==> config.mk <==
export PLATFORM = sky130hd
export DESIGN_NAME = rx_reset_seq
export DESIGN_NICKNAME = d
export VERILOG_FILES = /design/src/rtl/rxrs_pkg.sv /design/src/rtl/rxrs_sync.sv /design/src/rtl/rxrs_timer.sv /design/src/rtl/rx_reset_seq.sv
export SDC_FILE = /design/constraint.sdc
export NUM_CORES = 1
export LEC_CHECK = 0
export ABC_CLOCK_PERIOD_IN_PS = 3900
export BUFFER_PORTS_ARGS = -buffer_cell sky130_fd_sc_hd__buf_2
export CELL_PAD_IN_SITES_DETAIL_PLACEMENT = 2
export CELL_PAD_IN_SITES_GLOBAL_PLACEMENT = 2
export CORE_MARGIN = 5
export CORE_UTILIZATION = 40
export CTS_CLUSTER_SIZE = 12
export DETAILED_ROUTE_END_ITERATION = 8
export HOLD_SLACK_MARGIN = 0.12
export PLACE_DENSITY = 0.92
export SYNTH_ARGS = -nofsm -noshare
export SYNTH_HDL_FRONTEND = slang
export SYNTH_SLANG_ARGS = --single-unit
==> constraint.sdc <==
create_clock -name clk -period 3.9 [get_ports clk]
set_input_delay 0.585 -clock clk [delete_from_list [all_inputs] [get_ports clk]]
set_output_delay 0.585 -clock clk [all_outputs]
set_load 0.05 [all_outputs]
==> src/rtl/rxrs_pkg.sv <==
// Shared types for the receiver reset sequencer.
// Assumes: nothing beyond IEEE 1800-2017.
package rxrs_pkg;

    // Controller phases
    typedef enum logic [2:0] {
        ST_IDLE  = 3'd0,   // waiting for PLL lock and signal
        ST_LTR   = 3'd1,   // manual: held on reference
        ST_LTD   = 3'd2,   // manual: on data, reset still held
        ST_RUN   = 3'd3,   // reset released
        ST_AWAIT = 3'd4,   // automatic: counting stable frequency lock
        ST_PULSE = 3'd5    // fixed error reset pulse
    } rxrs_state_e;

    // Width of the error reset pulse in parallel clock cycles
    localparam int PULSE_LEN = 2;

    // Number of status flags passed through the synchroniser
    localparam int N_STATUS = 4;

endpackage

==> src/rtl/rxrs_sync.sv <==
// Multi-stage flop synchroniser for a vector of quasi-static status flags.
// Assumes: each bit is independent; a reset value of 0 means "condition absent".
module rxrs_sync #(
    parameter int W      = 4,
    parameter int STAGES = 2
) (
    input  logic         clk,
    input  logic         rst_n,
    input  logic [W-1:0] din_i,
    output logic [W-1:0] dout_o
);

    logic [W-1:0] stg [STAGES];

    genvar g;
    generate
        for (g = 0; g < STAGES; g++) begin : g_stage
            if (g == 0) begin : g_first
                // Capture the asynchronous inputs
                always_ff @(posedge clk) begin
                    if (!rst_n) stg[0] <= '0;
                    else        stg[0] <= din_i;
                end
            end else begin : g_next
                // Shift one stage further
                always_ff @(posedge clk) begin
                    if (!rst_n) stg[g] <= '0;
                    else        stg[g] <= stg[g-1];
                end
            end
        end
    endgenerate

    assign dout_o = stg[STAGES-1];

endmodule

==> src/rtl/rxrs_timer.sv <==
// Interval counter: counts cycles while run_i is high and clears when it is low.
// done_o is high in the LIMIT-th consecutive cycle of run_i.
// Assumes: LIMIT >= 1; the owner drops run_i soon after done_o.
module rxrs_timer #(
    parameter int LIMIT = 8
) (
    input  logic clk,
    input  logic rst_n,
    input  logic run_i,
    output logic done_o
);

    localparam int W = (LIMIT > 1) ? $clog2(LIMIT) : 1;
    localparam logic [W-1:0] LAST = W'(LIMIT - 1);

    logic [W-1:0] cnt;

    // Count while running, hold at the last value, clear when idle
    always_ff @(posedge clk) begin
        if (!rst_n)       cnt <= '0;
        else if (!run_i)  cnt <= '0;
        else if (!done_o) cnt <= cnt + 1'b1;
    end

    assign done_o = run_i && (cnt == LAST);

endmodule

==> src/rtl/rx_reset_seq.sv <==
// Receiver reset sequencer top. Synchronises the status flags and runs the
// manual or automatic lock sequence, loss-of-link restarts and error pulses.
// Assumes: auto_mode_i changes only while rst_n is low; all intervals >= 1.
module rx_reset_seq
    import rxrs_pkg::*;
#(
    parameter int LTR_CYCLES    = 5000,
    parameter int LTD_CYCLES    = 4000,
    parameter int STABLE_CYCLES = 256
) (
    input  logic clk,
    input  logic rst_n,
    input  logic auto_mode_i,
    input  logic pll_locked_i,
    input  logic sig_det_i,
    input  logic freq_lock_i,
    input  logic fifo_err_i,
    output logic rx_digital_rst_o,
    output logic lock_ref_o,
    output logic lock_data_o,
    output logic ready_o
);

    logic [N_STATUS-1:0] stat_s;
    logic pll_s, sd_s, fl_s, fe_s;
    logic link_ok;
    rxrs_state_e state, state_nx;
    logic ltr_done, ltd_done, stab_done, pulse_done;

    rxrs_sync #(.W(N_STATUS), .STAGES(2)) sync_i (
        .clk    (clk),
        .rst_n  (rst_n),
        .din_i  ({fifo_err_i, freq_lock_i, sig_det_i, pll_locked_i}),
        .dout_o (stat_s)
    );

    assign pll_s   = stat_s[0];
    assign sd_s    = stat_s[1];
    assign fl_s    = stat_s[2];
    assign fe_s    = stat_s[3];
    assign link_ok = pll_s && sd_s;

    rxrs_timer #(.LIMIT(LTR_CYCLES)) ltr_tmr_i (
        .clk(clk), .rst_n(rst_n), .run_i(state == ST_LTR), .done_o(ltr_done)
    );

    rxrs_timer #(.LIMIT(LTD_CYCLES)) ltd_tmr_i (
        .clk(clk), .rst_n(rst_n), .run_i(state == ST_LTD), .done_o(ltd_done)
    );

    rxrs_timer #(.LIMIT(STABLE_CYCLES)) stab_tmr_i (
        .clk(clk), .rst_n(rst_n), .run_i((state == ST_AWAIT) && fl_s), .done_o(stab_done)
    );

    rxrs_timer #(.LIMIT(PULSE_LEN)) pulse_tmr_i (
        .clk(clk), .rst_n(rst_n), .run_i(state == ST_PULSE), .done_o(pulse_done)
    );

    // Next-phase decision; loss of link overrides every other event
    always_comb begin
        state_nx = state;
        if (!link_ok) begin
            state_nx = ST_IDLE;
        end else begin
            unique case (state)
                ST_IDLE:  state_nx = auto_mode_i ? ST_AWAIT : ST_LTR;
                ST_LTR:   if (ltr_done) state_nx = ST_LTD;
                ST_LTD:   if (ltd_done) state_nx = ST_RUN;
                ST_RUN: begin
                    if (fe_s)                     state_nx = ST_PULSE;
                    else if (auto_mode_i && !fl_s) state_nx = ST_AWAIT;
                end
                ST_AWAIT: if (stab_done) state_nx = ST_RUN;
                ST_PULSE: if (pulse_done)
                              state_nx = (auto_mode_i && !fl_s) ? ST_AWAIT : ST_RUN;
                default:  state_nx = ST_IDLE;
            endcase
        end
    end

    // Phase register
    always_ff @(posedge clk) begin
        if (!rst_n) state <= ST_IDLE;
        else        state <= state_nx;
    end

    // Output decode from the phase register and synchronised status
    always_comb begin
        rx_digital_rst_o = (state != ST_RUN);
        lock_ref_o  = !auto_mode_i && ((state == ST_IDLE) || (state == ST_LTR));
        lock_data_o = !auto_mode_i && ((state == ST_LTD) || (state == ST_RUN) ||
                                       (state == ST_PULSE));
        ready_o     = (state == ST_RUN) && link_ok && (!auto_mode_i || fl_s);
    end

endmodule

* After elaboration in Yosys (flattened, before gate mapping)
Memory sizes are Yosys's and may differ from the RTL's.
Cells that the tools add are included.
** Storage, ports and cells
- Input port bits :: 7
- Word-level logic and storage cells :: 63
- Memories kept :: 1
- Register bits after elaboration :: 37
- Bits in writable memories :: 8
- Output and inout port bits :: 4
** Operators by class
- Reductions and logical operators :: 24
- Add/subtract/negate cells :: 4
- Bitwise operators :: 2
- Eq/ne operators :: 14
- Mux-type cells :: 13
** Memory list
- sync_i.stg :: words 2, bits a word 4, rd ports 2, clocked after Yosys merged registers in 0, write ports 2, RTL line rxrs_sync.sv:13 : logic [W-1:0] stg [STAGES];
** Operators by type and width (count)
- 3-bit two-way mux :: 8
- 3-bit case mux with 6 select lines :: 1
- 13-bit by 1-bit adder with 13-bit output (second input constant) :: 1
- 13-bit equality test (second input constant) :: 1
- 12-bit by 1-bit adder with 12-bit output (second input constant) :: 1
- 12-bit equality test (second input constant) :: 1
- 1-bit logical AND :: 11
- 2-bit AND reduction :: 5
- 8-bit by 1-bit adder with 8-bit output (second input constant) :: 1
- 8-bit equality test (second input constant) :: 1
- 4-bit two-way mux :: 2
- 2-bit != test (second input constant) :: 4
- 3-bit by 2-bit equality test with 1-bit output (second input constant) :: 2
- 3-bit equality test (second input constant) :: 2
- 5-bit AND reduction :: 1
- 1-bit logical OR :: 4
- 3-bit by 1-bit equality test with 1-bit output (second input constant) :: 1
- 3-bit zero test :: 1
- 3-bit by 2-bit != test with 1-bit output (second input constant) :: 1
- 3-bit != test (second input constant) :: 1
- 1-bit zero test :: 2
- 1-bit two-way mux :: 2
- 1-bit bitwise OR :: 2
- 1-bit adder (second input constant) :: 1

* Longest topological paths before layout
- Depth in word-level cells :: 5
- Depth in mapped cells :: 5

* Modules after synthesis
A second synthesis with hierarchy kept.
** Second synthesis, totals
- Cells, all modules :: 242
- Area, all modules :: 2213.4 um2
** By module, submodules not included
- rxrs_timer at ltr_tmr_i :: instances 1, area an instance 608.1 um2, cells an instance 69
- rxrs_timer at ltd_tmr_i :: instances 1, area an instance 569.3 um2, cells an instance 63
- rxrs_timer at stab_tmr_i :: instances 1, area an instance 426.7 um2, cells an instance 43
- rx_reset_seq :: instances 1, area an instance 366.6 um2, cells an instance 48
- rxrs_sync :: instances 1, area an instance 210.2 um2, cells an instance 16
- rxrs_timer at pulse_tmr_i :: instances 1, area an instance 32.5 um2, cells an instance 3

* Worst setup path before layout
Ideal clock, no wire load.
- Path kind :: reg2out
- Start point :: reg state[0]
- End point :: out ready_o
- Arrival time :: 2.344 ns
- Required time :: 3.315 ns
- Path buffers :: 1
- Cell stages (with the launch flop) :: 4
- Slack :: 0.971 ns
- Cell sequence :: dfxtp_1 clkbuf_1 nand3b_1 nor3_1
** On the way
- Word-level cells in the longest chain between the ends :: 3
** RTL lines
- start, declared :: RTL line rx_reset_seq.sv:27 : rxrs_state_e state, state_nx;
- start signal, assigned :: RTL line rx_reset_seq.sv:84 : else state <= state_nx;
- 3-bit by 2-bit equality test with 1-bit output :: RTL line rx_reset_seq.sv:93 : ready_o = (state == ST_RUN) && link_ok && (!auto_mode_i || fl_s);
- 1-bit logical AND (2 in series) :: RTL line rx_reset_seq.sv:93
- end, declared :: RTL line rx_reset_seq.sv:21 : output logic ready_o
No other way between the ends.

* Worst setup path in the final report
- Start point :: reg state[0]
- End point :: out lock_data_o
** On the way
- Word-level cells in the longest chain between the ends :: 4
** RTL lines
- 3-bit by 2-bit equality test with 1-bit output :: RTL line rx_reset_seq.sv:91 : lock_data_o = !auto_mode_i && ((state == ST_LTD) || (state == ST_RUN) ||
- 1-bit logical OR :: RTL line rx_reset_seq.sv:91
- 1-bit logical OR (*) :: RTL line rx_reset_seq.sv:91
- 1-bit logical AND (*) :: RTL line rx_reset_seq.sv:91
- end, declared :: RTL line rx_reset_seq.sv:20 : output logic lock_data_o,
Every way passes the cells marked *; elsewhere a longest branch is shown, timed or not.

==> metrics.yaml <==
power:
  ir_drop_mv: 0.217
  p_per_area_nw_per_um2: 370
  p_leak_nw: 0.709
timing:
  whs_ns: 0.442
  clock_skew_ns: 0.00601
  rsz0062_at_grt: "no"
  period_share_pct: 58.8
  fin_tns_setup_ns: 0
  min_period_ns: 2.30
  relSlewSlack_pct: 65.7
  finalHoldViolations: 0
  setup_viol: 0
  slew_violations: 0
  fmax_mhz: 436
  max_slew.worst_pin.slew_ns: 0.513
floorplan:
  initial_core_util_pct: 40.8
  die-height_um: 81.7
  io_pins: 11
  dieArea_sq_um: 6670
  rows: 26
  dieWidth_um: 81.7
  core_area_sq_um: 5040
global_route:
  track_usage_pct: 18.4
  grt_pass1_vias: 1915
  grt_first_pass_wirelength_mm: 9.30
  antenna_found_initial: 0
  grt.overflow.total: 0
  grt_max_degree: 15
critical_path:
  crit_fanout: 14
  required_ns: 3.31
  end_kind: "primary output"
  worstSetupPathType: "flip-flop to primary output"
  crit_path_start_kind: "flip-flop"
  cp_slowest_stage_delay_ns: 0.61
  crit_path_cell_trace: "nand3b_1 > a21oi_1 > buf_2"
  arrival_ns: 1.71
  slowest_stage: "dfxtp_1"
clock_tree:
  path_clk_slew_ns: 0.08
  post_cts_buffers: 0
  clockBufferDepth: 2
  cts_resized: 0
  hold_buffers: 0
  cts_root_buffer: "clkbuf_8"
  cts_tree: "built"
  htreeDepth: 2
  cts_buffers: 5
  cts.sinks: 45
  clock_latency_ns: 0.30
detailed_routing:
  route.detailed.drc: 0
  drt_wl_total_mm: 5.46
  ant_nets: 0
  vias: 1740
  drtIter0Drc: 44
  firstDrtPassIters: 3
  viasPerCell: 5.52
  wire_per_inst_um: 17.3
layout:
  diodes: 0
  syn2layout_area_growth_pct: 11.3
  final_cell_mix: "dfxtp_1, nor2_1, nand2_1"
  instances_no_fill: 315
  mostFrequentLayoutCell: "dfxtp_1"
  drive_gt1_share_pct: 9.80
  nets: 254
synthesis:
  muxShareOfSynthArea_pct: 2.92
  ys_ff_latch: 45
  synth-simple-area-share_pct: 30.0
  synthesis.nets: 243
  synth_xor_area_share_pct: 8.95
  syn_area_sq_um: 2060
  synth_cell_types: 40
  synthCells: 233
  synth-async-reset-ratio_pct: 0
  synth_ff_type: "dfxtp_1"
  synth-edff-count: 0
  synth_warnings: 0
  ys_seq_area_share_pct: 43.8
  syn_area_per_cell_sq_um: 8.82
  synth_top_family_by_area: "simple AND/OR/NAND/NOR gates"
  synth_compound_area_share_pct: 10.3
  yosys.area_share.adder_pct: 1.83
flow_run:
  max_cap_viol_count: 0
placed_design:
  place_inst: 307
  hpwl_mm: 3.49
  place_congestion: 0.722
  io_buffers: 10
run_status:
  status: "completed"
worst_hold_path:
  hold_class: "flip-flop to flip-flop"
per-stage QoR:
stage / total power [mW] / utilization (%) / setup slack, ns / instance area [sq um]
final: 0.847 / 45.4 / 1.60 / 2290
after global routing: 0.879 / 45.4 / 1.53 / 2290
after CTS: 0.861 / 45.4 / 1.60 / 2290
after detailed placement: 0.490 / 43.1 / 1.99 / 2170
after global placement: 0.489 / 43.1 / 1.98 / 2170
after floorplan: 0.484 / - / 0.971 / 2060
worst paths after layout:
path | start | end | slack (ns) | cells past startpoint
hold reg to reg | sync_i.stg[0][2]$_SDFF_PN0_ | sync_i.stg[1][2]$_SDFF_PN0_ | 0.44 | 1
setup reg to reg | ltd_tmr_i.cnt[0]$_SDFFE_PN0N_ | state[2]$_SDFFE_PN0P_ | 1.91 | 5
setup / recovery | state[0]$_SDFFE_PN0P_ | lock_data_o | 1.60 | 3
hold / removal | sync_i.stg[0][2]$_SDFF_PN0_ | sync_i.stg[1][2]$_SDFF_PN0_ | 0.44 | 1
critical path: cells and delay by family (launching register included):
family	cells	cell delay [ns]
simple gates	1	0.26
buf+inv	1	0.30
compound gates	1	0.24
flops	1	0.61
registers in the layout, summed over array words and instances (netlist names):
signal,count
ltr_tmr_i.cnt,13
state,3
ltd_tmr_i.cnt,12
stab_tmr_i.cnt,8
pulse_tmr_i.cnt,1
sync_i.stg,8
per-layer routing:
layer	wire length (um)	GRT usage (%)
met5	0	0
met4	135	7.81
met3	131	4.28
met2	2960	34.9
met1	2230	19.1
cell families after synthesis:
family / Yosys count
compound gates: 30
xor+xnor: 21
fa+ha+maj: 3
buf+inv: 12
flops: 45
mux: 6
simple gates: 116
layout make-up:
class / count / area, sq um
clock inverters: 1 / 30.0
flip-flops and latches: 45 / 901
well taps: 70 / 87.6
inverters: 6 / 22.5
clock buffers: 7 / 86.3
multi-input cells: 176 / 1110
repair buffers: 10 / 50.0
fillers: 567 / 2760
cell usage after synthesis (all sizes together), types with 7 or more instances:
| master | n | area, sq um |
|---|---|---|
| or3 | 7 | 43.8 |
| a21oi | 9 | 45.0 |
| o21ai | 9 | 45.0 |
| nand3 | 11 | 55.1 |
| dfxtp | 45 | 901 |
| and2 | 9 | 56.3 |
| nor3 | 13 | 65.1 |
| xor2 | 7 | 61.3 |
| nand2 | 17 | 63.8 |
| nor2 | 33 | 124 |
| xnor2 | 14 | 123 |
where the power goes:
| group | internal [mW] | total, mW | switching, mW |
|---|---|---|---|
| registers | 0.463 | 0.464 | 0.00161 |
| clock network | 0.209 | 0.368 | 0.159 |
| logic | 0.00660 | 0.0152 | 0.00860 |
| total | 0.678 | 0.847 | 0.169 |
Note: power is estimated with default switching activity, not from simulation.
